**src/rtl/exp_cfg_pkg.sv**
```systemverilog
package exp_cfg_pkg;

    localparam int WIN_AW  = 17;   // 128 KB window, byte index
    localparam int PAGE_SH = 16;   // relocation unit is 64 KB

    typedef enum logic [1:0] {
        SZ_BYTE = 2'd0,
        SZ_WORD = 2'd1,
        SZ_LONG = 2'd2
    } xfer_size_e;

    function automatic logic [2:0] size_bytes(input logic [1:0] sz);
        case (sz)
            2'd0:    size_bytes = 3'd1;
            2'd1:    size_bytes = 3'd2;
            default: size_bytes = 3'd4;
        endcase
    endfunction

    typedef struct packed {
        logic              busy;
        logic [2:0]        left;
        logic [WIN_AW-1:0] ptr;
        logic [31:0]       shreg;
        logic              ack;
        logic [31:0]       rdata;
    } rd_st_t;

endpackage

```
**src/rtl/exp_cfg_decode.sv**
```systemverilog
module exp_cfg_decode #(
    parameter int          ADDR_W   = 24,
    parameter logic [7:0]  CFG_PAGE = 8'hE8
) (
    input  logic [ADDR_W-1:0]        addr,
    input  logic                     configured,
    input  logic                     mapped,
    input  logic [ADDR_W-17:0]       base,
    output logic                     in_cfg,
    output logic                     in_win
);
    localparam int PAGE_W = ADDR_W - exp_cfg_pkg::PAGE_SH;

    logic [PAGE_W-1:0] page;
    logic [PAGE_W-1:0] diff;

    always_comb begin
        page   = addr[ADDR_W-1:exp_cfg_pkg::PAGE_SH];
        diff   = page - base;
        in_cfg = !configured && (page == CFG_PAGE[PAGE_W-1:0]);
        in_win = mapped && (diff[PAGE_W-1:1] == '0);
    end
endmodule

```
**src/rtl/exp_cfg_ctrl.sv**
```systemverilog
module exp_cfg_ctrl #(
    parameter int          PAGE_W   = 8,
    parameter logic [15:0] OFF_BASE = 16'h0048,
    parameter logic [15:0] OFF_SHUT = 16'h004C
) (
    input  logic              clk,
    input  logic              rst_n,
    input  logic              wr_acc,
    input  logic [1:0]        wr_size,
    input  logic [15:0]       wr_off,
    input  logic [7:0]        wr_byte,
    input  logic              in_cfg,
    output logic              configured,
    output logic              mapped,
    output logic [PAGE_W-1:0] base,
    output logic              cfg_out,
    output logic              wr_ack
);
    import exp_cfg_pkg::*;

    typedef struct packed {
        logic              configured;
        logic              mapped;
        logic [PAGE_W-1:0] base;
        logic              pulse;
        logic              wack;
    } ctrl_st_t;

    ctrl_st_t st_d, st_q;

    always_comb begin
        st_d       = st_q;
        st_d.pulse = 1'b0;
        st_d.wack  = 1'b0;
        if (wr_acc) begin
            st_d.wack = 1'b1;
            if (in_cfg && !st_q.configured && wr_size == SZ_BYTE) begin
                if (wr_off == OFF_BASE) begin
                    st_d.base       = wr_byte[PAGE_W-1:0];
                    st_d.mapped     = 1'b1;
                    st_d.configured = 1'b1;
                    st_d.pulse      = 1'b1;
                end else if (wr_off == OFF_SHUT) begin
                    st_d.mapped     = 1'b0;
                    st_d.configured = 1'b1;
                    st_d.pulse      = 1'b1;
                end
            end
        end
    end

    always_ff @(posedge clk) begin
        if (!rst_n) st_q <= '0;
        else        st_q <= st_d;
    end

    assign configured = st_q.configured;
    assign mapped     = st_q.mapped;
    assign base       = st_q.base;
    assign cfg_out    = st_q.pulse;
    assign wr_ack     = st_q.wack;
endmodule

```
**src/rtl/exp_cfg_rdseq.sv**
```systemverilog
module exp_cfg_rdseq (
    input  logic                          clk,
    input  logic                          rst_n,
    input  logic                          rd_acc,
    input  logic [1:0]                    rd_size,
    input  logic [exp_cfg_pkg::WIN_AW-1:0] rd_idx,
    input  logic [7:0]                    rom_data,
    output logic [exp_cfg_pkg::WIN_AW-1:0] rom_addr,
    output logic                          busy,
    output logic                          rd_ack,
    output logic [31:0]                   rd_data
);
    import exp_cfg_pkg::*;

    rd_st_t st_d, st_q;

    always_comb begin
        st_d     = st_q;
        st_d.ack = 1'b0;
        if (st_q.busy) begin
            st_d.shreg = {st_q.shreg[23:0], rom_data};
            st_d.ptr   = st_q.ptr + 1'b1;
            st_d.left  = st_q.left - 1'b1;
            if (st_q.left == 3'd1) begin
                st_d.busy  = 1'b0;
                st_d.ack   = 1'b1;
                st_d.rdata = {st_q.shreg[23:0], rom_data};
            end
        end else if (rd_acc) begin
            st_d.busy  = 1'b1;
            st_d.left  = size_bytes(rd_size);
            st_d.ptr   = rd_idx;
            st_d.shreg = '0;
        end
    end

    always_ff @(posedge clk) begin
        if (!rst_n) st_q <= '0;
        else        st_q <= st_d;
    end

    assign rom_addr = st_q.ptr;
    assign busy     = st_q.busy;
    assign rd_ack   = st_q.ack;
    assign rd_data  = st_q.rdata;
endmodule

```
**src/rtl/exp_cfg_resp.sv**
```systemverilog
module exp_cfg_resp #(
    parameter int          ADDR_W   = 24,
    parameter logic [7:0]  CFG_PAGE = 8'hE8,
    parameter logic [15:0] OFF_BASE = 16'h0048,
    parameter logic [15:0] OFF_SHUT = 16'h004C
) (
    input  logic                     clk,
    input  logic                     rst_n,
    input  logic                     bus_req,
    input  logic                     bus_we,
    input  logic [1:0]               bus_size,
    input  logic [ADDR_W-1:0]        bus_addr,
    input  logic [31:0]              bus_wdata,
    output logic [31:0]              bus_rdata,
    output logic                     bus_ack,
    output logic                     cfg_out,
    output logic                     configured,
    output logic [ADDR_W-17:0]       cfg_base,
    output logic [exp_cfg_pkg::WIN_AW-1:0] rom_addr,
    input  logic [7:0]               rom_data
);
    localparam int PAGE_W = ADDR_W - exp_cfg_pkg::PAGE_SH;

    logic in_cfg, in_win, win_mapped, busy, accept;
    logic wr_ack, rd_ack;
    logic [31:0] rd_data;

    exp_cfg_decode #(.ADDR_W(ADDR_W), .CFG_PAGE(CFG_PAGE)) u_dec (
        .addr       (bus_addr),
        .configured (configured),
        .mapped     (win_mapped),
        .base       (cfg_base),
        .in_cfg     (in_cfg),
        .in_win     (in_win)
    );

    assign accept = bus_req && !busy && (in_cfg || in_win);

    exp_cfg_ctrl #(.PAGE_W(PAGE_W), .OFF_BASE(OFF_BASE), .OFF_SHUT(OFF_SHUT)) u_ctrl (
        .clk        (clk),
        .rst_n      (rst_n),
        .wr_acc     (accept && bus_we),
        .wr_size    (bus_size),
        .wr_off     (bus_addr[15:0]),
        .wr_byte    (bus_wdata[7:0]),
        .in_cfg     (in_cfg),
        .configured (configured),
        .mapped     (win_mapped),
        .base       (cfg_base),
        .cfg_out    (cfg_out),
        .wr_ack     (wr_ack)
    );

    exp_cfg_rdseq u_rd (
        .clk      (clk),
        .rst_n    (rst_n),
        .rd_acc   (accept && !bus_we),
        .rd_size  (bus_size),
        .rd_idx   (bus_addr[exp_cfg_pkg::WIN_AW-1:0]),
        .rom_data (rom_data),
        .rom_addr (rom_addr),
        .busy     (busy),
        .rd_ack   (rd_ack),
        .rd_data  (rd_data)
    );

    assign bus_ack   = wr_ack | rd_ack;
    assign bus_rdata = rd_data;
endmodule

```
**config.mk**
```make
export PLATFORM = sky130hd
export DESIGN_NAME = exp_cfg_resp
export DESIGN_NICKNAME = d
export VERILOG_FILES = /design/src/rtl/exp_cfg_pkg.sv /design/src/rtl/exp_cfg_decode.sv /design/src/rtl/exp_cfg_ctrl.sv /design/src/rtl/exp_cfg_rdseq.sv /design/src/rtl/exp_cfg_resp.sv
export SDC_FILE = /design/constraint.sdc
export NUM_CORES = 1
export LEC_CHECK = 0
export ABC_AREA = 1
export BUFFER_PORTS_ARGS = -buffer_cell sky130_fd_sc_hd__clkbuf_2
export CAP_MARGIN = 20
export CORE_MARGIN = 2
export CORE_UTILIZATION = 40
export DETAILED_ROUTE_END_ITERATION = 8
export PLACE_DENSITY_LB_ADDON = 0.25
export SYNTH_ARGS = -nofsm -noshare
export SYNTH_HDL_FRONTEND = slang
export SYNTH_HIERARCHICAL = 1
export SYNTH_SLANG_ARGS = --single-unit
```
**constraint.sdc**
```tcl
create_clock -name clk -period 4.1 [get_ports clk]
set_input_delay 0.41 -clock clk [delete_from_list [all_inputs] [get_ports clk]]
set_output_delay 0.41 -clock clk [all_outputs]
set_load 0.1 [all_outputs]
```
# ---- Yosys cells after proc, flatten, opt, wreduce, memory -nomap -nowiden
# Index checks and enable logic that the tools add are counted.
dict set report classes {
  addsub 3
  n_eq_ne 5
  n_mux 10
  bitwise 1
  reduce_logical 21
}
# cell count
set op_table {}
lappend op_table {{53-bit two-way mux} 2}
lappend op_table {{33-bit two-way mux} 1}
lappend op_table {{16-bit by 7-bit equality test with 1-bit output (second input constant)} 2}
lappend op_table {{17-bit by 1-bit adder with 17-bit output (second input constant)} 1}
lappend op_table {{3-bit AND reduction} 3}
lappend op_table {{8-bit equality test (second input constant)} 1}
lappend op_table {{1-bit logical AND} 8}
lappend op_table {{8-bit subtractor} 1}
lappend op_table {{7-bit logical NOT} 1}
lappend op_table {{3-bit case mux with 2 select lines} 1}
lappend op_table {{1-bit two-way mux} 4}
lappend op_table {{2-bit two-way mux} 2}
lappend op_table {{2-bit AND reduction} 2}
lappend op_table {{2-bit nonzero test} 2}
lappend op_table {{3-bit by 1-bit equality test with 1-bit output (second input constant)} 1}
lappend op_table {{1-bit logical NOT} 3}
lappend op_table {{3-bit by 1-bit subtractor with 3-bit output (second input constant)} 1}
lappend op_table {{2-bit by 1-bit equality test with 1-bit output (second input constant)} 1}
lappend op_table {{2-bit logical NOT} 1}
lappend op_table {{1-bit logical OR} 1}
lappend op_table {{1-bit bitwise OR} 1}
dict set report totals {
  register_bits 90
  inputBits 70
  out_inout_bits 60
  wordCells 51
}

# ---- Logic depth before layout (Yosys ltp)
dict set report logic_depth {
  word_depth 8
  ltp_mapped 26
  ltp_nobuf 25
}

# ---- Hierarchy
# The synthesis kept the hierarchy.
# mod n_inst cells_per_inst area_per_inst_um2 seq_area_each_um2
set modules_own_cells {}
lappend modules_own_cells {exp_cfg_rdseq 1 512 3712.3 1561.5}
lappend modules_own_cells {exp_cfg_ctrl 1 103 616.8 240.2}
lappend modules_own_cells {exp_cfg_decode 1 87 440.4 0.0}
lappend modules_own_cells {exp_cfg_resp 1 10 42.5 0.0}

# ---- Least setup slack after synthesis
# OpenSTA, ideal clock, no wires.
dict set report synth_path {
  kind {register to register}
  from {register u_ctrl.st_q (netlist bit u_ctrl/base[2])}
  to {register u_ctrl.st_q (netlist bit u_ctrl/base[0])}
  setup_time_ns 0.113
  arrival_ns 2.927
  t_required_ns 3.987
  setup_slack_ns 1.061
  stages_incl_launch_ff 22
  n_path_buf 1
  period_less_slack_ns 3.039
  path_cell_list {dfxtp_1 -> inv_1 -> ha_1 -> a21oi_1 -> nand2_2 -> nand2_1 -> nand2_1 -> nor2_1 -> nand2_1 -> nor2_2 -> inv_1 -> nand2_1 -> nand2_1 -> nor2_1 -> nand2_1 -> nor2_1 -> nand2_1 -> nor2_2 -> nand2_2 -> buf_6 -> nor2_1 -> nor2_1}
}
dict set report synth_via {
  elab_chain_cells 7
}
# item line
set synth_lines {}
lappend synth_lines {{start: declaration} exp_cfg_ctrl.sv:29} ;# ctrl_st_t st_d, st_q;
lappend synth_lines {{start signal: assignment} exp_cfg_ctrl.sv:54} ;# else st_q <= st_d;
lappend synth_lines {{8-bit subtractor} exp_cfg_decode.sv:19} ;# diff = page - base;
lappend synth_lines {{7-bit logical NOT} exp_cfg_decode.sv:21} ;# in_win = mapped && (diff[PAGE_W-1:1] == '0);
lappend synth_lines {{1-bit logical AND} exp_cfg_decode.sv:21}
lappend synth_lines {{named net in_win} exp_cfg_resp.sv:24} ;# logic in_cfg, in_win, win_mapped, busy, accept;
lappend synth_lines {{1-bit logical OR} exp_cfg_resp.sv:37} ;# assign accept = bus_req && !busy && (in_cfg || in_win);
lappend synth_lines {{1-bit logical AND} exp_cfg_resp.sv:37}
lappend synth_lines {{1-bit logical AND} exp_cfg_resp.sv:42} ;# .wr_acc (accept && bus_we),
lappend synth_lines {{3-bit AND reduction (no line)} n/a}
# The timed path passes the listed nets, and every way through them passes these cells.
# A chain may end at the register's enable or synchronous reset.

# ---- Worst setup path after layout
dict set report layout_path {
  from {register u_ctrl.st_q (netlist bit u_ctrl/base[0])}
  to {register u_rd.st_q (netlist bit u_rd/rom_addr[16])}
}
dict set report layout_via {
  elab_chain_cells 7
}
# item line
set layout_lines {}
lappend layout_lines {{8-bit subtractor} exp_cfg_decode.sv:19}
lappend layout_lines {{7-bit logical NOT} exp_cfg_decode.sv:21}
lappend layout_lines {{1-bit logical AND} exp_cfg_decode.sv:21}
lappend layout_lines {{named net in_win} exp_cfg_resp.sv:24}
lappend layout_lines {{1-bit logical OR} exp_cfg_resp.sv:37}
lappend layout_lines {{1-bit logical AND} exp_cfg_resp.sv:37}
lappend layout_lines {{1-bit logical AND} exp_cfg_resp.sv:57} ;# .rd_acc (accept && !bus_we),
lappend layout_lines {{2-bit nonzero test (no line)} n/a}
lappend layout_lines {{end signal: assignment} exp_cfg_rdseq.sv:39} ;# else st_q <= st_d;
lappend layout_lines {{end: declaration} exp_cfg_rdseq.sv:15} ;# rd_st_t st_d, st_q;
# The timed path passes the listed nets, and every way through them passes these cells.

==> results.py <==
metrics = {
    "status": {
        "outcome": "finished clean",
    },
    "logic_synthesis": {
        "synth_edf_count": 0,
        "synthTopCellsByArea": "dfxtp_1, nand2_1, buf_4",
        "avgSynthCellArea_um2": 6.759,
        "syn_inst": 712,
        "synth_seq_cells": 90,
        "synth_nets": 792,
        "ys_seq_area_share_pct": 37.44,
        "ys.flop_type": "dfxtp_1",
        "yosysTopAreaCell": "dfxtp_1",
        "yosysTopAreaCellShare_pct": 37.44,
        "netlist_area_mm2": 0.004812,
        "yosysWarningCount": 6,
        "async_flop_share_pct": 0,
        "yosysUniqueCellTypes": 38,
    },
    "global_route": {
        "grt_max_degree": 45,
        "grt_pass1_wl_um": 17710,
        "grt_pass1_vias": 3850,
        "use_met2_pct": 27.94,
        "top_usage_layer": "met2",
        "antenna_found_initial": 0,
        "grtUsageMet3_pct": 3.082,
        "met1_usage_pct": 21.36,
        "gr-usage-all-layers_pct": 16.99,
        "overflow": 0,
    },
    "setup_path": {
        "worstPathRequired_ns": 4.37,
        "worstSetupPathType": "register to register",
        "arrival_ns": 3.07,
        "path_max_fanout": 21,
        "cp-end-kind": "register",
        "critPathLaunchType": "register",
    },
    "detailed_routing": {
        "drc_errors": 0,
        "vias_per_cell": 4.680,
        "wl_per_cell_um": 11.96,
        "vias": 4249,
        "drt_first_pass_iters": 4,
        "initialDrtViolationCount": 256,
        "ant_nets": 0,
        "drt-total-wl_um": 10860,
    },
    "power_and_ir_drop": {
        "power_leakage_nw": 2.476,
        "p_seq_share_pct": 50.0,
        "switchingPower_w": 0.0004249,
        "swShare_pct": 24.29,
        "p_comb_share_pct": 4.8,
        "power.internal_w": 0.001324,
        "ir_drop_mv": 0.1478,
        "power.density_mw_per_mm2": 331.9,
        "power.share.clock_pct": 45.2,
    },
    "final_layout": {
        "diodes": 0,
        "drive_gt1_share_pct": 20.76,
        "final_common_cell": "nand2_1",
        "final_nets": 836,
        "area_growth_pct": 9.516,
        "mostFrequentLayoutCells": "nand2_1, clkbuf_2, dfxtp_1",
        "utilization_pct": 44.43,
    },
    "clock_tree": {
        "clkSinkCount": 90,
        "cts_buffers": 9,
        "root_buffer": "clkbuf_16",
        "cts_max_level": 3,
        "clockBufferDepth": 2,
        "clk_pin_slew_ns": 0.07,
        "cts_resized": 0,
        "insertion_delay_ns": 0.35,
        "cts_tree": "done",
        "post_cts_buffers": 0,
        "cts_hold_buffers": 0,
    },
    "timing": {
        "fin_crit_ns": 2.800,
        "fin_crit_sh_pct": 68.29,
        "tns_ns": 0,
        "fin_skew_ns": 0.008925,
        "tightest_slew_ns": 0.8505,
        "rsz0062_at_grt": "false",
        "maxSlewHeadroom_pct": 43.22,
        "fmax_mhz": 357.2,
        "slew_violations": 0,
        "final-setup-viol-count": 0,
        "hold_viol": 0,
    },
    "job": {
        "max_cap_violations": 0,
    },
    "floorplan": {
        "die_area_mm2": 0.01292,
        "core_area_mm2": 0.01186,
        "num_io_pins": 130,
        "die_w_um": 113.7,
        "start_util_pct": 40.57,
        "die_y_um": 113.7,
        "rows": 40,
    },
    "placement": {
        "dp_hpwl_um": 7867,
        "port_buffers": 105,
        "gp_congestion": 0.8281,
    },
    "worst_hold_path": {
        "hp-class": "input pin to register",
    },
}
-- through the flow --
stage | cells | setup WS (ns) | power, W | hold slack [ns] | cell area (um^2)
2_1_floorplan | 712 | 1.061 | 0.0009420 | 0.4191 | 4812
3_3_place_gp | 892 | 1.099 | 0.0009772 | 0.4366 | 4994
3_5_place_dp | 892 | 1.083 | 0.0009786 | 0.4434 | 4994
4_1_cts | 908 | 1.294 | 0.001774 | 0.2608 | 5270
5_1_grt | 908 | 0.9330 | 0.001817 | 0.2683 | 5270
6_report | 908 | 1.300 | 0.001749 | 0.2753 | 5270
-- path summary, 6_finish.rpt --
kind	from	to	slack [ns]	cells past startpoint
worst max-delay path	u_ctrl/base[0]$_SDFFE_PN0P_	u_rd/rom_addr[16]$_SDFFE_PN0P_	1.30	22
worst min-delay path	rom_data[3]	u_rd/rd_data[3]$_SDFFE_PN0P_	0.28	3
worst max register to register	u_ctrl/base[0]$_SDFFE_PN0P_	u_rd/rom_addr[16]$_SDFFE_PN0P_	1.30	22
worst min register to register	u_rd/st_q[51]$_SDFFE_PN0P_	u_rd/rd_data[26]$_SDFFE_PN0P_	0.45	2
-- metal layers --
metal | vias to the layer above | routed length, um
li1 | 2246 | -
met1 | 1889 | 4963
met2 | 98 | 5110
met3 | 16 | 522
met4 | 0 | 263
met5 | - | 0
-- cell type report --
cell class	count	area, um^2
clock inverters	6	47.55
clock buffers	10	229.0
well taps	147	183.9
inverters	82	312.8
fillers	1277	6591
multi-input cells	465	2147
flip-flops and latches	90	1802
repair buffers	108	548.0
-- power groups by stage --
stage / sequential (W) / clock, W / combinational [W]
CTS: 0.000874 / 0.000815 / 0.0000844
global placement: 0.000894 / 0 / 0.0000828
floorplan: 0.000894 / 0 / 0.0000478
global route: 0.000874 / 0.000848 / 0.0000959
detailed placement: 0.000894 / 0 / 0.0000842
finish: 0.000874 / 0.000791 / 0.0000836
-- critical path: stages, from the launching register on --
cell and delay, ns:
dfxtp_1 0.33, nand2_2 0.09, inv_1 0.05, fa_1 0.41, inv_1 0.08, nand2_1 0.05
nand2_1 0.10, nand3_1 0.10, nand2_1 0.07, nand2_1 0.04, nand2_1 0.06, nand2_1 0.06
nor2_2 0.10, inv_1 0.04, nand2_1 0.04, nand2_1 0.06, nor2_1 0.21, nand2_1 0.10
inv_2 0.28, nand2_1 0.15, o21ai_0 0.10, inv_1 0.05, a21oi_1 0.13
-- logic make-up after synthesis --
logic type / count (synthesis) / synth area share, %
AOI/OAI and AO/OA: 65 / 7.176
xor gates and xnor gates: 3 / 0.5461
adders and majority gates: 10 / 2.756
buffers and inverters: 157 / 17.94
DFF: 90 / 37.44
and+or+nand+nor: 387 / 34.14
-- cell usage after synthesis, types with 7 or more instances --
| cell type | number |
|---|---|
| a21oi_1 | 38 |
| a31oi_1 | 9 |
| buf_4 | 53 |
| dfxtp_1 | 90 |
| ha_1 | 9 |
| inv_1 | 70 |
| inv_2 | 10 |
| nand2_1 | 243 |
| nand2_2 | 10 |
| nand3_1 | 58 |
| nor2_1 | 53 |
| nor2_2 | 7 |
| o21ai_0 | 7 |
| o21ai_1 | 8 |
-- flip-flops by register name, indices dropped and copies added (netlist names) --
signal             cells
u_ctrl/wr_ack          1
u_rd/rom_addr         17
u_ctrl/configured      1
u_ctrl/mapped          1
u_ctrl/base            8
u_rd/rd_data          32
u_rd/st_q             27
u_ctrl/cfg_out         1
u_rd/busy              1
u_rd/rd_ack            1
No activity file was read; power rests on OpenSTA's default activity.
